--- src/rtl/baud_tick_pkg.sv ---
package baud_tick_pkg;
  localparam int FRAC_W = 6;

  typedef struct packed {
    logic restart;
    logic run;
  } tick_strobes_t;
endpackage

--- src/rtl/baud_tick_dp.sv ---
module baud_tick_dp
  import baud_tick_pkg::*;
#(
  parameter int INT_W = 12
) (
  input  logic                clk,
  input  logic                rstN,
  input  tick_strobes_t       strobes,
  input  logic [INT_W-1:0]    cfgInt,
  input  logic [FRAC_W-1:0]   cfgFrac,
  output logic                ovsTick
);
  logic [INT_W-1:0]  cnt;
  logic [FRAC_W-1:0] acc;
  logic              ext;
  logic [INT_W:0]    lastIdx;
  logic [FRAC_W:0]   accSum;

  assign lastIdx = {1'b0, cfgInt} - (INT_W+1)'(1) + (INT_W+1)'(ext);
  assign accSum  = {1'b0, acc} + {1'b0, cfgFrac};
  assign ovsTick = strobes.run && ({1'b0, cnt} == lastIdx);

  always_ff @(posedge clk) begin
    if (!rstN || strobes.restart) begin
      cnt <= '0;
      acc <= '0;
      ext <= 1'b0;
    end else if (ovsTick) begin
      cnt <= '0;
      acc <= accSum[FRAC_W-1:0];
      ext <= accSum[FRAC_W];
    end else if (strobes.run) begin
      cnt <= cnt + INT_W'(1);
    end
  end

  AST_RESTART_CLEAR: assert property (@(posedge clk) disable iff (!rstN)
    strobes.restart |=> (cnt == '0 && acc == '0));
  AST_NO_OVERFLOW: assert property (@(posedge clk) disable iff (!rstN)
    {1'b0, cnt} <= {1'b0, cfgInt} || cfgInt == '0);
  AST_SINGLE_WIDE: assert property (@(posedge clk) disable iff (!rstN)
    (ovsTick && !strobes.restart && cfgInt > INT_W'(1)) |=> !ovsTick);
endmodule

--- src/rtl/baud_tick_ctrl.sv ---
module baud_tick_ctrl
  import baud_tick_pkg::*;
#(
  parameter int SCALE_W   = 18,
  parameter int OVS_HI    = 16,
  parameter int OVS_LO    = 8,
  parameter int DEF_SCALE = 1736,
  localparam int INT_W    = SCALE_W - FRAC_W,
  localparam int OVS_W    = $clog2(OVS_HI)
) (
  input  logic                clk,
  input  logic                rstN,
  input  logic                cfgLoad,
  input  logic [SCALE_W-1:0]  scaleWord,
  input  logic                halfRate,
  input  logic                ovsTick,
  output tick_strobes_t       strobes,
  output logic [INT_W-1:0]    cfgInt,
  output logic [FRAC_W-1:0]   cfgFrac,
  output logic                bitTick
);
  localparam logic [SCALE_W-1:0] DEF_WORD = SCALE_W'(DEF_SCALE);

  logic             cfgHalf;
  logic [OVS_W-1:0] ovsCnt;
  logic [OVS_W-1:0] lastOvs;

  assign lastOvs         = cfgHalf ? OVS_W'(OVS_LO - 1) : OVS_W'(OVS_HI - 1);
  assign strobes.restart = cfgLoad;
  assign strobes.run     = (cfgInt != '0);
  assign bitTick         = ovsTick && (ovsCnt == lastOvs);

  always_ff @(posedge clk) begin
    if (!rstN) begin
      cfgInt  <= DEF_WORD[SCALE_W-1:FRAC_W];
      cfgFrac <= DEF_WORD[FRAC_W-1:0];
      cfgHalf <= 1'b0;
    end else if (cfgLoad) begin
      cfgInt  <= scaleWord[SCALE_W-1:FRAC_W];
      cfgFrac <= scaleWord[FRAC_W-1:0];
      cfgHalf <= halfRate;
    end
  end

  always_ff @(posedge clk) begin
    if (!rstN || cfgLoad) begin
      ovsCnt <= '0;
    end else if (ovsTick) begin
      ovsCnt <= (ovsCnt == lastOvs) ? '0 : ovsCnt + OVS_W'(1);
    end
  end

  AST_IDLE_QUIET: assert property (@(posedge clk) disable iff (!rstN)
    (cfgInt == '0) |-> (!ovsTick && !bitTick));
  AST_OVS_RANGE: assert property (@(posedge clk) disable iff (!rstN)
    ovsCnt <= lastOvs);
  AST_BIT_WRAP: assert property (@(posedge clk) disable iff (!rstN)
    (bitTick && !cfgLoad) |=> (ovsCnt == '0));
  AST_HOLD_CFG: assert property (@(posedge clk) disable iff (!rstN)
    !cfgLoad |=> ($stable(cfgInt) && $stable(cfgFrac) && $stable(cfgHalf)));
endmodule

--- src/rtl/baud_tick_gen.sv ---
module baud_tick_gen
  import baud_tick_pkg::*;
#(
  parameter int SYS_CLK_HZ = 50_000_000,
  parameter int RESET_BAUD = 115_200,
  parameter int SCALE_W    = 18
) (
  input  logic               clk,
  input  logic               rstN,
  input  logic               cfgLoad,
  input  logic [SCALE_W-1:0] scaleWord,
  input  logic               halfRate,
  output logic               ovsTick,
  output logic               bitTick
);
  localparam int OVS_HI = 16;
  localparam int OVS_LO = 8;
  localparam int INT_W  = SCALE_W - FRAC_W;
  localparam longint unsigned DEN  = 64'(RESET_BAUD) * 64'(OVS_HI);
  localparam longint unsigned NUM  = 64'(SYS_CLK_HZ) * 64'(1 << FRAC_W);
  localparam int DEF_SCALE = int'((NUM + DEN / 2) / DEN);

  tick_strobes_t     strobes;
  logic [INT_W-1:0]  cfgInt;
  logic [FRAC_W-1:0] cfgFrac;

  baud_tick_ctrl #(
    .SCALE_W  (SCALE_W),
    .OVS_HI   (OVS_HI),
    .OVS_LO   (OVS_LO),
    .DEF_SCALE(DEF_SCALE)
  ) uCtrl (
    .clk      (clk),
    .rstN     (rstN),
    .cfgLoad  (cfgLoad),
    .scaleWord(scaleWord),
    .halfRate (halfRate),
    .ovsTick  (ovsTick),
    .strobes  (strobes),
    .cfgInt   (cfgInt),
    .cfgFrac  (cfgFrac),
    .bitTick  (bitTick)
  );

  baud_tick_dp #(
    .INT_W(INT_W)
  ) uDp (
    .clk    (clk),
    .rstN   (rstN),
    .strobes(strobes),
    .cfgInt (cfgInt),
    .cfgFrac(cfgFrac),
    .ovsTick(ovsTick)
  );
endmodule

--- config.mk ---
export PLATFORM = sky130hd
export DESIGN_NAME = baud_tick_gen
export DESIGN_NICKNAME = d
export VERILOG_FILES = /design/src/rtl/baud_tick_pkg.sv /design/src/rtl/baud_tick_dp.sv /design/src/rtl/baud_tick_ctrl.sv /design/src/rtl/baud_tick_gen.sv
export SDC_FILE = /design/constraint.sdc
export NUM_CORES = 1
export LEC_CHECK = 0
export BUFFER_PORTS_ARGS = -buffer_cell sky130_fd_sc_hd__buf_2
export CORE_AREA = 2 2 73 75
export CTS_BUF_LIST = sky130_fd_sc_hd__clkbuf_8
export DETAILED_ROUTE_END_ITERATION = 8
export DIE_AREA = 0 0 75 77
export PLACE_DENSITY = 0.67
export RECOVER_POWER = 100
export SYNTH_ARGS = -nofsm -noshare
export SYNTH_HDL_FRONTEND = slang
export SYNTH_SLANG_ARGS = --single-unit
--- constraint.sdc ---
create_clock -name clk -period 5.3 [get_ports clk]
set_input_delay 1.06 -clock clk [delete_from_list [all_inputs] [get_ports clk]]
set_output_delay 1.06 -clock clk [all_outputs]
set_load 0.05 [all_outputs]
* Word level (Yosys, flattened, before mapping)
Index checks and enable logic that the tools add are counted.
** Storage, ports and cells
- Input port bits :: 22
- Register bits after elaboration :: 42
- Output and inout port bits :: 2
- Logic and storage cells :: 22
** Operators by class
- Reductions and logical operators :: 6
- Mux-type cells :: 2
- Eq/ne operators :: 2
- $add $sub $neg :: 5
** Operators with widths (number)
- adder 13 x 1 -> 13 bit :: 1
- == test 12 x 13 -> 1 bit :: 1
- subtractor 12 x 1 -> 13 bit, second input constant :: 1
- adder 12 x 1 -> 12 bit, second input constant :: 1
- nonzero test 12 bit :: 1
- two-way mux 4 bit :: 2
- adder 6 x 6 -> 7 bit :: 1
- adder 4 x 1 -> 4 bit, second input constant :: 1
- == test 4 bit :: 1
- logical AND 1 bit :: 2
- OR reduction 2 bit :: 1
- zero test 1 bit :: 1
- logical OR 1 bit :: 1

* Longest topological paths before layout
- Depth after elaboration :: 5
- Gate-level depth with buffers :: 12
- Mapped depth without buffers :: 10

* Cells and area by module
A second synthesis with hierarchy kept.
** Unflattened totals
- Cell total of the unflattened synthesis :: 263
- Area, all modules :: 2473.6 µm²
** By module, submodules not included
- baud_tick_dp :: area each 1541.5 µm², cells an instance 177, times used 1, sequential area each 380.4 µm²
- baud_tick_ctrl :: area each 932.1 µm², cells an instance 86, times used 1, sequential area each 460.4 µm²

* Worst setup path after synthesis
No wires, ideal clock.
- Path kind :: reg-to-output
- Start point :: register uCtrl.cfgInt[0]
- End point :: output bitTick
- Data arrival time :: 3429 ps
- Cell stages (with the launch flop) :: 9
- Setup slack :: 811 ps
- Data required time :: 4240 ps
- Cells stage by stage :: dfxtp_1 > inv_1 > ha_1 > ha_1 > nor4b_2 > o21bai_1 > a2111oi_4 > nand4_1 > nor4b_1
** Between the ends
- Cells in the longest elaborated chain, start to end :: 5
** Ends and longest elaborated chain
- start, declared :: line baud_tick_ctrl.sv:18 : output logic [INT_W-1:0] cfgInt,
- start signal, assigned :: line baud_tick_ctrl.sv:35 : cfgInt <= DEF_WORD[SCALE_W-1:FRAC_W];
- start signal, assigned :: line baud_tick_ctrl.sv:39 : cfgInt <= scaleWord[SCALE_W-1:FRAC_W];
- subtractor 12 x 1 -> 13 bit :: line baud_tick_dp.sv:19 : assign lastIdx = {1'b0, cfgInt} - (INT_W+1)'(1) + (INT_W+1)'(ext);
- adder 13 x 1 -> 13 bit :: line baud_tick_dp.sv:19
- == test 12 x 13 -> 1 bit :: line baud_tick_dp.sv:21 : assign ovsTick = strobes.run && ({1'b0, cnt} == lastIdx);
- logical AND 1 bit (*) :: line baud_tick_dp.sv:21
- logical AND 1 bit (*) :: line baud_tick_ctrl.sv:31 : assign bitTick = ovsTick && (ovsCnt == lastOvs);
- end, declared :: line baud_tick_gen.sv:14 : output logic bitTick
Every way passes the cells marked *; elsewhere a longest branch is shown, timed or not.

* Worst setup path after layout
- Start point :: register uCtrl.cfgInt[0]
- End point :: register uDp.acc[5]
** Between the ends
- Cells in the longest elaborated chain, start to end :: 4
** Ends and longest elaborated chain
- subtractor 12 x 1 -> 13 bit :: line baud_tick_dp.sv:19
- adder 13 x 1 -> 13 bit :: line baud_tick_dp.sv:19
- == test 12 x 13 -> 1 bit :: line baud_tick_dp.sv:21
- logical AND 1 bit (*) :: line baud_tick_dp.sv:21
- end signal, assigned :: line baud_tick_dp.sv:30 : acc <= accSum[FRAC_W-1:0];
- end, declared :: line baud_tick_dp.sv:14 : logic [FRAC_W-1:0] acc;
Marked as above.
A chain may end at the register's enable or synchronous reset.

==> results.rst <==
.. list-table::
   :header-rows: 1

   * - Metric
     - Value
   * - Run status
     - complete, but fails checks
   * - Failing checks
     - max-capacitance violations, max-slew violations
   * - Slack of the worst reg-to-reg path
     - about 940 ps
   * - Share of the core filled with cells in the final layout
     - 53.3%
   * - Share of flip-flops with an asynchronous set or reset
     - 0%
   * - Total power density per cell area
     - around 250 nW/um^2
   * - Crit end category
     - register
   * - IO buf count
     - 23
   * - Worst-case setup slack after placement
     - about 1700 ps
   * - Via density per instance
     - approximately 5.3
   * - Yosys reg bits
     - 42
   * - Initial detailed-routing violation count
     - 77
   * - Final Hold Vio Count
     - 0
   * - Total Die Area
     - 5780 um^2
   * - Nets in the synthesized netlist
     - 300
   * - Setup TNS after final layout
     - 0 ps
   * - Drt drc
     - 0
   * - Worst setup endpoint
     - uDp.acc[5]$_SDFFE_PP0P_
   * - Register cell area after layout
     - 841 um^2
   * - Router iterations before antenna repair
     - 4
   * - Worst Path Max Fanout
     - 10
   * - Buffer levels on the longest clock path
     - 2
   * - Congestion Overflow GR
     - 0
   * - Leak Pwr
     - slightly above 0.001 uW
   * - Highest ir drop seen on vdd
     - 0.173 mV
   * - Share of post-route cells with drive strength above 1
     - between 10 and 15%
   * - Synth top area cells
     - sky130_fd_sc_hd__dfxtp_1, sky130_fd_sc_hd__mux2i_1, sky130_fd_sc_hd__xnor2_1, sky130_fd_sc_hd__ha_1, sky130_fd_sc_hd__nor2_1
   * - Total GRT Usage
     - 17.1%
   * - Worst-case reg-to-reg path depth
     - 10
   * - Warning count from the yosys run
     - 0
   * - Library cell with the largest summed area after synthesis
     - sky130_fd_sc_hd__dfxtp_1
   * - Number of filler cells placed in the layout
     - 496
   * - Relative area change from synthesis to final layout
     - 9.96%
   * - Post-route insts no fill
     - 358
   * - CTS buffer count
     - 5
   * - Synthesized area
     - 2410 um^2
   * - Setup violations, final
     - 0
   * - Hold buffer count at CTS
     - 0
   * - RePlAce Congestion
     - 0.876
   * - Cell Count Post-Placement
     - 350
   * - RSZ-0062 raised after global routing
     - no
   * - Routed vias
     - 1890
   * - Number of violations of the max-capacitance limit
     - 1
   * - Kind of start point of the critical path
     - register
   * - Data required time at the worst endpoint
     - ~5500 ps
   * - Cell breakdown of the critical path
     - inv_1 > ha_1 > ha_1 > nor4b_1 > and3_1 > a221o_1 > nand4_2 > nor4_1 > mux2i_1 > nor2_1
   * - Largest net degree at the start of global routing
     - 23
   * - Sink Count
     - 42
   * - Combined area of the multi-input logic cells
     - 1450 um^2
   * - CP dominant cell by count
     - sky130_fd_sc_hd__ha_1
   * - Slowest stage cell, crit path
     - sky130_fd_sc_hd__nor4_1
   * - Post-detail-place hpwl
     - 3.59 mm
   * - Arrival time of the worst setup path
     - 4530 ps
   * - H-tree depth
     - 2
   * - Mean Syn Cell Area
     - 9.03 um^2
   * - Clock edge transition at the registers on the reported setup and hold paths
     - 80 ps
   * - Worst setup margin
     - 942 ps
   * - Inserted Diodes
     - 0
   * - Slowest cell delay on critical path
     - 1640 ps
   * - Post-detailed-routing wire length
     - 4.69 mm
   * - Timing startpoint of the critical path
     - uCtrl.cfgInt[0]$_SDFFE_PN1P_
   * - Vias in the first global route
     - 1759
   * - Share of the clock period used by the worst path
     - 82.2%
   * - Synthesized instance count
     - approximately 270
   * - Min Tclk post-route
     - 4360 ps
   * - Initial Util
     - 48.5%
   * - Slew Limit Fails
     - 11
   * - Sequential fraction of the synthesis area
     - 34.9%
   * - Area share of the leading cell type in the synthesized netlist
     - 34.9%
   * - Worst r2r src
     - uCtrl.cfgInt[0]$_SDFFE_PN1P_
   * - Nets
     - 320
   * - Antenna-violating nets left
     - 0
   * - Die Wd
     - about 75 um
   * - CTS tree
     - done
   * - Crit path kind
     - reg2reg
   * - Most common library cell in the layout ignoring fill and taps
     - sky130_fd_sc_hd__dfxtp_1
   * - FP Rows
     - 26
   * - Worst-skew pair later-pin latency
     - 300 ps
   * - I/O pin count
     - 24
   * - Tightest slew margin relative to the limit
     - -45.8%
   * - Resized Gates After CTS
     - 0
   * - Max frequency
     - ~230 MHz
   * - Primary FF master, synth
     - sky130_fd_sc_hd__dfxtp_1
   * - Unique masters post-synth
     - 47
   * - Class of the most critical hold timing path
     - reg2reg
   * - Commonest cells after routing, fill and taps aside
     - sky130_fd_sc_hd__dfxtp_1, sky130_fd_sc_hd__nor2_1, sky130_fd_sc_hd__mux2i_1, sky130_fd_sc_hd__xnor2_1, sky130_fd_sc_hd__buf_2
   * - Number of synthesized flops with an enable pin
     - 0
   * - First-pass GRT wire length
     - 7.76 mm
   * - Die outline height
     - a little under 80 um
   * - Total setup buffers inserted after CTS
     - 0
   * - Avg WL per Cell
     - between 10 and 15 um
   * - Worst reg2reg endpoint
     - uDp.acc[5]$_SDFFE_PP0P_
   * - Standard cell core area
     - 4980 um^2
   * - Initial antenna violation count
     - 0
   * - Clk_skew
     - 10.2 ps
   * - Transition time of the tightest slew-check pin
     - 2170 ps
   * - Cell at the root of the clock tree
     - sky130_fd_sc_hd__clkbuf_8
-- stage by stage --
stage               hold slack (ps)  power, uW  area (um^2)
floorplan                       444        396         2410
global placement                463        413         2570
detailed placement              468        415         2570
CTS                             484        665         2680
global route                    519        684         2650
finish                          483        654         2650
-- state kept, by name, indices dropped and copies added, names as in the netlist --
| register | count |
|---|---|
| uCtrl.ovsCnt | 4 |
| uDp.cnt | 12 |
| uDp.ext | 1 |
| uCtrl.cfgFrac | 6 |
| uCtrl.cfgHalf | 1 |
| uCtrl.cfgInt | 12 |
| uDp.acc | 6 |
-- cells in the mapped netlist (2+ instances only) --
| cell | n |
|---|---|
| sky130_fd_sc_hd__dfxtp_1 | 42 |
| sky130_fd_sc_hd__nor2_1 | 27 |
| sky130_fd_sc_hd__mux2i_1 | 23 |
| sky130_fd_sc_hd__xnor2_1 | 22 |
| sky130_fd_sc_hd__nand2_1 | 15 |
| sky130_fd_sc_hd__inv_1 | 14 |
| sky130_fd_sc_hd__nor2b_1 | 14 |
| sky130_fd_sc_hd__nand3_1 | 12 |
| sky130_fd_sc_hd__a21oi_1 | 10 |
| sky130_fd_sc_hd__ha_1 | 10 |
| sky130_fd_sc_hd__xor2_1 | 8 |
| sky130_fd_sc_hd__nor3_1 | 6 |
| sky130_fd_sc_hd__clkbuf_1 | 5 |
| sky130_fd_sc_hd__nand4_1 | 5 |
| sky130_fd_sc_hd__nand2b_1 | 4 |
| sky130_fd_sc_hd__a211oi_1 | 3 |
| sky130_fd_sc_hd__a21o_1 | 3 |
| sky130_fd_sc_hd__nand3b_1 | 3 |
| sky130_fd_sc_hd__o21bai_1 | 3 |
| sky130_fd_sc_hd__or3_1 | 3 |
| sky130_fd_sc_hd__or4_1 | 3 |
| sky130_fd_sc_hd__and3_1 | 2 |
| sky130_fd_sc_hd__buf_1 | 2 |
| sky130_fd_sc_hd__buf_2 | 2 |
| sky130_fd_sc_hd__nor4b_1 | 2 |
| sky130_fd_sc_hd__o211ai_1 | 2 |
| sky130_fd_sc_hd__o21ai_0 | 2 |
-- layout make-up --
class | count | share of cell area, %
multi-input combinational | 201 | 54.7
timing repair buffer | 23 | 4.25
clock buffer | 5 | 2.59
sequential | 42 | 31.7
clock inverter | 3 | 1.51
inverter | 14 | 1.98
tap | 70 | 3.30
-- where the power goes --
| part | switching, uW | internal [uW] |
|---|---|---|
| combinational | 34.6 | 33.1 |
| clock | 109 | 139 |
| sequential | 13.2 | 325 |
| total | 157 | 497 |
-- per-layer routing --
layer,wire length (um),share of wire [%],vias to the layer above,global-route usage (%)
met5,0,0,-,0
met1,2240,48,868,21.9
met2,2160,46,42,27.3
met3,175,3.7,10,3.94
li1,-,-,970,-
met4,107,2.3,0,6.96
-- cell families (layout without fill, tap and decap cells) --
| group | after synthesis | in the layout | synth area share (%) |
|---|---|---|---|
| simple gates | 103 | 103 | 23.9 |
| flops | 42 | 42 | 34.9 |
| compound gates | 34 | 34 | 10.6 |
| xor+xnor | 30 | 30 | 10.9 |
| buf+inv | 24 | 45 | 4.15 |
| mux | 23 | 23 | 9.54 |
| fa+ha+maj | 11 | 11 | 6.02 |
-- how the worst min path moves through the flow --
stage / start / endpoint / slack (ps) / cells past startpoint
final: uDp.ext$_SDFFE_PP0P_ / uDp.ext$_SDFFE_PP0P_ / 480 / 2
after global routing: uCtrl.ovsCnt[0]$_SDFFE_PP0P_ / uCtrl.ovsCnt[0]$_SDFFE_PP0P_ / 520 / 2
after CTS: uDp.ext$_SDFFE_PP0P_ / uDp.ext$_SDFFE_PP0P_ / 480 / 2
after detailed placement: uDp.ext$_SDFFE_PP0P_ / uDp.ext$_SDFFE_PP0P_ / 470 / 2
after global placement: uDp.ext$_SDFFE_PP0P_ / uDp.ext$_SDFFE_PP0P_ / 460 / 2
after floorplan: uDp.ext$_SDFFE_PP0P_ / uDp.ext$_SDFFE_PP0P_ / 440 / 2
-- worst max-delay path, delay by kind of cell (launching register included) --
family / cells / cell delay (ps)
compound gates: 1 / 210
fa+ha+maj: 2 / 400
buf+inv: 1 / 90
flops: 1 / 340
mux: 1 / 330
simple gates: 5 / 2870
(Power assumes the default switching activity.)
